===== config.mk =====
export PLATFORM = sky130hd
export DESIGN_NAME = char_serdes
export DESIGN_NICKNAME = d
export VERILOG_FILES = /design/src/rtl/char_serdes_pkg.sv /design/src/rtl/char_len_clamp.sv /design/src/rtl/char_bit_map.sv /design/src/rtl/char_tx.sv /design/src/rtl/char_rx.sv /design/src/rtl/char_serdes.sv
export SDC_FILE = /design/constraint.sdc
export NUM_CORES = 1
export LEC_CHECK = 0
export CAP_MARGIN = 5
export CORE_ASPECT_RATIO = 0.8
export CORE_MARGIN = 4
export CORE_UTILIZATION = 40
export DETAILED_ROUTE_END_ITERATION = 8
export GPL_ROUTABILITY_DRIVEN = 1
export HOLD_SLACK_MARGIN = 0.06
export SYNTH_ARGS = -nofsm -noshare
export SYNTH_HDL_FRONTEND = slang
export SYNTH_SLANG_ARGS = --single-unit

===== constraint.sdc =====
create_clock -name clk -period 4.3 [get_ports clk]
set_input_delay 0.86 -clock clk [delete_from_list [all_inputs] [get_ports clk]]
set_output_delay 0.86 -clock clk [all_outputs]
set_load 0.02 [all_outputs]

===== src/rtl/char_serdes_pkg.sv =====
// Shared definitions for the character serializer/deserializer.
// Assumes characters are split into 8-bit groups, at most two of them.
package char_serdes_pkg;
    localparam int unsigned BYTE_W = 8;

    typedef enum logic {
        ORDER_PLAIN  = 1'b0,
        ORDER_MIRROR = 1'b1
    } order_e;
endpackage


===== src/rtl/char_len_clamp.sv =====
// Limits a raw programmed length to the supported range [MIN_LEN, MAX_LEN].
// Assumes MIN_LEN <= MAX_LEN and both fit in LEN_W bits.
module char_len_clamp #(
    parameter int unsigned MIN_LEN = 4,
    parameter int unsigned MAX_LEN = 16,
    parameter int unsigned LEN_W   = 5
) (
    input  logic [LEN_W-1:0] raw_len,
    output logic [LEN_W-1:0] eff_len
);
    localparam logic [LEN_W-1:0] LO = LEN_W'(MIN_LEN);
    localparam logic [LEN_W-1:0] HI = LEN_W'(MAX_LEN);

    // Saturate below and above the legal range.
    always_comb begin
        if (raw_len < LO)      eff_len = LO;
        else if (raw_len > HI) eff_len = HI;
        else                   eff_len = raw_len;
    end
endmodule


===== src/rtl/char_bit_map.sv =====
// Maps a line position (0 = first bit on the wire) to the data bit index.
// Plain order or length <= one byte: identity. Mirrored order with a longer
// character: the first byte carries data bits L-8..L-1, the rest 0..L-9.
// Assumes len is already clamped and pos < len.
module char_bit_map
    import char_serdes_pkg::*;
#(
    parameter int unsigned LEN_W = 5,
    parameter int unsigned IDX_W = 4
) (
    input  logic [LEN_W-1:0] len,
    input  order_e           order,
    input  logic [IDX_W-1:0] pos,
    output logic [IDX_W-1:0] idx
);
    localparam logic [LEN_W-1:0] BYTE_L = LEN_W'(BYTE_W);
    localparam logic [IDX_W-1:0] BYTE_I = IDX_W'(BYTE_W);

    logic [LEN_W:0] hi_sum;

    // Select the data index for the current line position.
    always_comb begin
        hi_sum = {1'b0, len} - (LEN_W+1)'(BYTE_W) + (LEN_W+1)'(pos);
        if (order == ORDER_PLAIN || len <= BYTE_L) idx = pos;
        else if (pos < BYTE_I)                     idx = hi_sum[IDX_W-1:0];
        else                                       idx = pos - BYTE_I;
    end
endmodule


===== src/rtl/char_tx.sv =====
// Transmit shifter: captures a character on a load while idle, then drives
// one bit per cycle for len cycles, followed by a one-cycle done pulse.
// Loads arriving while a character is in flight are dropped.
module char_tx
    import char_serdes_pkg::*;
#(
    parameter int unsigned MAX_LEN = 16,
    parameter int unsigned LEN_W   = 5,
    parameter int unsigned IDX_W   = 4
) (
    input  logic               clk,
    input  logic               rst_n,
    input  logic               load,
    input  logic [MAX_LEN-1:0] data,
    input  logic [LEN_W-1:0]   len,
    input  logic               rev,
    output logic               sdo,
    output logic               sdo_valid,
    output logic               done
);
    logic [MAX_LEN-1:0] word_q;
    logic [LEN_W-1:0]   len_q;
    order_e             order_q;
    logic [IDX_W-1:0]   pos_q;
    logic               active_q;
    logic               done_q;
    logic [IDX_W-1:0]   idx;
    logic               last;

    char_bit_map #(.LEN_W(LEN_W), .IDX_W(IDX_W)) u_map (
        .len   (len_q),
        .order (order_q),
        .pos   (pos_q),
        .idx   (idx)
    );

    // Flag the final bit of the running character.
    assign last = (LEN_W'(pos_q) == len_q - LEN_W'(1));

    // Capture, advance and finish a character.
    always_ff @(posedge clk) begin
        if (!rst_n) begin
            word_q   <= '0;
            len_q    <= '0;
            order_q  <= ORDER_PLAIN;
            pos_q    <= '0;
            active_q <= 1'b0;
            done_q   <= 1'b0;
        end else begin
            done_q <= 1'b0;
            if (!active_q) begin
                if (load) begin
                    word_q   <= data;
                    len_q    <= len;
                    order_q  <= order_e'(rev);
                    pos_q    <= '0;
                    active_q <= 1'b1;
                end
            end else if (last) begin
                active_q <= 1'b0;
                done_q   <= 1'b1;
            end else begin
                pos_q <= pos_q + IDX_W'(1);
            end
        end
    end

    // Drive the mapped bit only while shifting.
    assign sdo       = active_q & word_q[idx];
    assign sdo_valid = active_q;
    assign done      = done_q;
endmodule


===== src/rtl/char_rx.sv =====
// Receive assembler: places each valid bit at the data index given by the
// shared map, and publishes the rebuilt word with a one-cycle done pulse.
// Length and order are sampled at the first bit of every character.
module char_rx
    import char_serdes_pkg::*;
#(
    parameter int unsigned MAX_LEN = 16,
    parameter int unsigned LEN_W   = 5,
    parameter int unsigned IDX_W   = 4
) (
    input  logic               clk,
    input  logic               rst_n,
    input  logic               valid,
    input  logic               sdi,
    input  logic [LEN_W-1:0]   len,
    input  logic               rev,
    output logic [MAX_LEN-1:0] word,
    output logic               done
);
    logic [MAX_LEN-1:0] shadow_q;
    logic [MAX_LEN-1:0] word_q;
    logic [LEN_W-1:0]   len_q;
    order_e             order_q;
    logic [IDX_W-1:0]   pos_q;
    logic               done_q;
    logic [LEN_W-1:0]   cfg_len;
    order_e             cfg_order;
    logic [IDX_W-1:0]   idx;
    logic [MAX_LEN-1:0] fill;
    logic               last;

    char_bit_map #(.LEN_W(LEN_W), .IDX_W(IDX_W)) u_map (
        .len   (cfg_len),
        .order (cfg_order),
        .pos   (pos_q),
        .idx   (idx)
    );

    // Pick live or held configuration and merge the incoming bit.
    always_comb begin
        cfg_len   = (pos_q == '0) ? len : len_q;
        cfg_order = (pos_q == '0) ? order_e'(rev) : order_q;
        fill      = (pos_q == '0) ? '0 : shadow_q;
        fill[idx] = sdi;
        last      = (LEN_W'(pos_q) == cfg_len - LEN_W'(1));
    end

    // Collect bits and publish the finished word.
    always_ff @(posedge clk) begin
        if (!rst_n) begin
            shadow_q <= '0;
            word_q   <= '0;
            len_q    <= '0;
            order_q  <= ORDER_PLAIN;
            pos_q    <= '0;
            done_q   <= 1'b0;
        end else begin
            done_q <= 1'b0;
            if (valid) begin
                len_q   <= cfg_len;
                order_q <= cfg_order;
                if (last) begin
                    word_q <= fill;
                    done_q <= 1'b1;
                    pos_q  <= '0;
                end else begin
                    shadow_q <= fill;
                    pos_q    <= pos_q + IDX_W'(1);
                end
            end
        end
    end

    assign word = word_q;
    assign done = done_q;
endmodule


===== src/rtl/char_serdes.sv =====
// Top level: a clamped-length transmit shifter and a matching receive
// assembler sharing one line-position map. The two directions are
// independent; a loopback is formed outside the block.
module char_serdes #(
    parameter int unsigned MIN_LEN = 4,
    parameter int unsigned MAX_LEN = 16,
    localparam int unsigned LEN_W  = $clog2(MAX_LEN + 1),
    localparam int unsigned IDX_W  = $clog2(MAX_LEN)
) (
    input  logic               clk,
    input  logic               rst_n,
    input  logic               tx_load,
    input  logic [MAX_LEN-1:0] tx_data,
    input  logic [LEN_W-1:0]   tx_len,
    input  logic               tx_rev,
    output logic               tx_sdo,
    output logic               tx_sdo_valid,
    output logic               tx_done,
    input  logic               rx_valid,
    input  logic               rx_sdi,
    input  logic [LEN_W-1:0]   rx_len,
    input  logic               rx_rev,
    output logic [MAX_LEN-1:0] rx_data,
    output logic               rx_done
);
    logic [LEN_W-1:0] tx_eff_len;
    logic [LEN_W-1:0] rx_eff_len;

    char_len_clamp #(.MIN_LEN(MIN_LEN), .MAX_LEN(MAX_LEN), .LEN_W(LEN_W)) u_tx_clamp (
        .raw_len (tx_len),
        .eff_len (tx_eff_len)
    );

    char_len_clamp #(.MIN_LEN(MIN_LEN), .MAX_LEN(MAX_LEN), .LEN_W(LEN_W)) u_rx_clamp (
        .raw_len (rx_len),
        .eff_len (rx_eff_len)
    );

    char_tx #(.MAX_LEN(MAX_LEN), .LEN_W(LEN_W), .IDX_W(IDX_W)) u_tx (
        .clk       (clk),
        .rst_n     (rst_n),
        .load      (tx_load),
        .data      (tx_data),
        .len       (tx_eff_len),
        .rev       (tx_rev),
        .sdo       (tx_sdo),
        .sdo_valid (tx_sdo_valid),
        .done      (tx_done)
    );

    char_rx #(.MAX_LEN(MAX_LEN), .LEN_W(LEN_W), .IDX_W(IDX_W)) u_rx (
        .clk   (clk),
        .rst_n (rst_n),
        .valid (rx_valid),
        .sdi   (rx_sdi),
        .len   (rx_eff_len),
        .rev   (rx_rev),
        .word  (rx_data),
        .done  (rx_done)
    );
endmodule


==> flow_metrics.tcl <==
set metrics [dict create \
    drv_slew 0 \
    gp_congestion 0.855 \
    cp.required_ns 4.52 \
    drt_iter0_drc 181 \
    path_clk_slew_ns 0.06 \
    timing.hold.ws_ns 0.461 \
    grt_max_degree 35 \
    avgSynthCellArea_sq_um 8.32 \
    cap_violations 0 \
    critPathBufInv 2 \
    max_slew_margin 0.294 \
    synth_cell_type_count 56 \
    antenna_cells 0 \
    wl_mm 10.0 \
    status "finished, final reports clean" \
    area_growth_pct 25.3 \
    dp_hpwl_mm 7.10 \
    finalSetupTns_ns 0 \
    synth_seq_cells 71 \
    arrival_ns 4.21 \
    dr_total_vias 3625 \
    path_delay_family "adder cells" \
    core_sq_um 9730 \
    port_buffers 52 \
    synth_fp_nets 534 \
    cts_max_level 3 \
    grt.total_usage 0.178 \
    start_kind "input pin" \
    ys_seq_area_frac 0.353 \
    wl_per_cell_microns 14.9 \
    dieArea_sq_um 11700 \
    final_antenna_net_count 0 \
    cts-hold-fix-buffers 0 \
    cts_made_buffers 9 \
    synth_edf_count 0 \
    die_y_microns 97.7 \
    period_needed_ns 3.99 \
    clkLatencyLatePin_ns 0.33 \
    p_leak_nw 1.98 \
    ir_worst_vdd_mv 0.183 \
    cts.sinks 71 \
    fmax_mhz 251 \
    max-clock-path-buffers 2 \
    viasPerCell 5.39 \
    synthCells 484 \
    place_area_sq_um 4710 \
    tightestPinTransition_ns 1.06 \
    cp_cell_sequence "clkdlybuf4s50_1, nor2_1, nor3_1, a22oi_1, inv_1, ha_1, ha_1, fa_1, xor2_1, xnor2_1, nand4_1, and3_1, nor2_1, o21ai_0, a22o_1" \
    cp_max_fo 8 \
    async_flop_share 0 \
    synth_warnings 0 \
    drive_gt1_frac 0.0819 \
    first_pass_iters 5 \
    first_global_vias 3541 \
    rsz0062_at_grt "false" \
    grt-ovfl-total 0 \
    ios 53 \
    grt_pass1_wl_mm 17.2 \
    initial_core_util 0.414 \
    root_buffer "clkbuf_16" \
    antenna_found_initial 0 \
    die_width_microns 120 \
    end_kind "flop" \
    critical_path_class "in2reg" \
    critical_path.max_stage_delay_ns 0.47 \
    netlist_area_sq_um 4030 \
    worstHoldPathType "reg2reg" \
    powerDensity_nw_per_um2 362 \
    timing.final.crit_share 0.927 \
    rows 32 \
    setup_viol 0 \
    cts_tree "yes" \
    finalHoldViolCount 0 \
    crit_slowest_cell "clkdlybuf4s50_1" \
    drc 0 \
    nets 583 \
    fin_area_sq_um 5040 \
    synthFlopType "dfxtp_1" \
    fin_worst_skew_ns 0.00545 \
]
-- final timing paths --
kind / startpoint / to / slack (ns) / cells after the start
worst min register to register: u_tx.word_q[3]$_SDFFE_PN0P_ / u_tx.word_q[3]$_SDFFE_PN0P_ / 0.46 / 2
worst max register to register: u_rx.pos_q[0]$_SDFFE_PN0P_ / u_rx.shadow_q[2]$_SDFFE_PN0P_ / 0.44 / 16
worst min-delay path: u_tx.word_q[3]$_SDFFE_PN0P_ / u_tx.word_q[3]$_SDFFE_PN0P_ / 0.46 / 2
worst max-delay path: rx_len[3] / u_rx.shadow_q[2]$_SDFFE_PN0P_ / 0.31 / 15
-- synth_stat cells (3+ instances only) --
| master | number | share of area |
|---|---|---|
| o211ai_1 | 18 | 0.034 |
| dfxtp_1 | 71 | 0.35 |
| ha_1 | 15 | 0.047 |
| and3_1 | 4 | 0.0062 |
| nand2b_1 | 6 | 0.0093 |
| a22o_1 | 16 | 0.035 |
| o211a_1 | 8 | 0.020 |
| a21boi_0 | 22 | 0.041 |
| mux2i_1 | 18 | 0.045 |
| xor2_1 | 5 | 0.011 |
| nor3_1 | 5 | 0.0062 |
| a21oi_1 | 6 | 0.0075 |
| a211oi_1 | 6 | 0.011 |
| nor2_1 | 32 | 0.030 |
| mux2i_2 | 3 | 0.010 |
| xnor2_1 | 6 | 0.013 |
| inv_1 | 15 | 0.014 |
| nor2b_1 | 14 | 0.022 |
| nand2_1 | 77 | 0.072 |
| nand3_1 | 5 | 0.0062 |
| nand4_1 | 4 | 0.0062 |
| a31oi_1 | 14 | 0.022 |
| o21ai_0 | 41 | 0.051 |
| nand3b_1 | 3 | 0.0056 |
| a22oi_1 | 5 | 0.0093 |
| clkbuf_1 | 23 | 0.021 |
| and2_1 | 5 | 0.0078 |
-- placed cells by master, fill, tap and decap left out, types with 6 or more instances in the layout --
master / count
clkbuf_16: 9
a21oi_1: 6
ha_1: 15
a21boi_0: 22
mux2i_1: 18
nand2_1: 77
o211ai_1: 18
o21ai_0: 41
nor2_1: 32
o211a_1: 8
nand2b_1: 6
a31oi_1: 14
clkdlybuf4s50_1: 51
buf_4: 13
nor2b_1: 14
inv_1: 15
dfxtp_1: 70
xnor2_1: 6
a211oi_1: 6
a22o_1: 16
-- registers in the layout (all words and copies together) (netlist names) --
| name | flops |
|---|---|
| u_tx.sdo_valid | 1 |
| u_rx.pos_q | 4 |
| u_rx.len_q | 5 |
| u_tx.len_q | 5 |
| u_tx.order_q | 1 |
| u_rx.order_q | 1 |
| u_rx.shadow_q | 16 |
| u_tx.pos_q | 4 |
| u_rx.word | 16 |
| u_rx.done | 1 |
| u_tx.word_q | 16 |
| u_tx.done | 1 |
-- per-stage QoR --
step / worst slack, ns / utilization / instances / power (mW)
floorplan: 0.602 / - / 484 / 0.927
global placement: 0.127 / 0.484 / 658 / 1.03
detailed placement: -0.0102 / 0.484 / 658 / 1.03
CTS: 0.0258 / 0.517 / 673 / 1.85
global route: 0.0138 / 0.518 / 673 / 1.92
finish: 0.314 / 0.518 / 673 / 1.83
-- metal layers --
| layer | wire length [microns] | share of wire | global-route usage | vias to the layer above |
|---|---|---|---|---|
| met5 | 0 | 0 | 0 | - |
| met4 | 92 | 0.0092 | 0.0572 | 0 |
| met3 | 609 | 0.061 | 0.0475 | 9 |
| met2 | 4310 | 0.43 | 0.258 | 92 |
| met1 | 5030 | 0.50 | 0.255 | 1691 |
| li1 | - | - | - | 1833 |
-- area by class of cell --
class,count,area (sq um)
sequential,71,1420
clock buffer,10,239
timing repair buffer,66,641
multi-input combinational,370,2430
tap,136,170
clock inverter,5,81.3
inverter,15,56.3
fill,941,4690
-- logic make-up (layout without fill, tap and decap cells) --
kind of cell	after synthesis	in the layout	share of synthesized area
flops	71	71	0.353
mux	22	22	0.0578
compound gates	149	149	0.258
buf+inv	43	96	0.0441
fa+ha+maj	17	17	0.0566
xor+xnor	11	11	0.0239
simple gates	171	171	0.206
-- where the power goes --
| group | switching (mW) | internal, mW |
|---|---|---|
| sequential | 0.0215 | 0.683 |
| clock | 0.284 | 0.521 |
| combinational | 0.180 | 0.137 |
-- repair_timing --
action	4_1_cts	5_1_grt
setup buffers	0	0
endpoints found under the hold margin	0	0
setup endpoints to repair	0	3
resized for setup	0	3
-- worst register-to-register path, stage by stage, from the launching register on --
cell	delay, ns
dfxtp_1	0.45
inv_1	0.11
ha_1	0.25
nand2_1	0.16
nor3_1	0.09
a22oi_1	0.32
inv_1	0.08
ha_1	0.30
ha_1	0.21
fa_1	0.38
xor2_1	0.17
xnor2_1	0.30
nand4_1	0.13
and3_1	0.29
nor2_1	0.20
o21ai_0	0.10
a22o_1	0.22
Note: power is estimated with default switching activity, not from simulation.
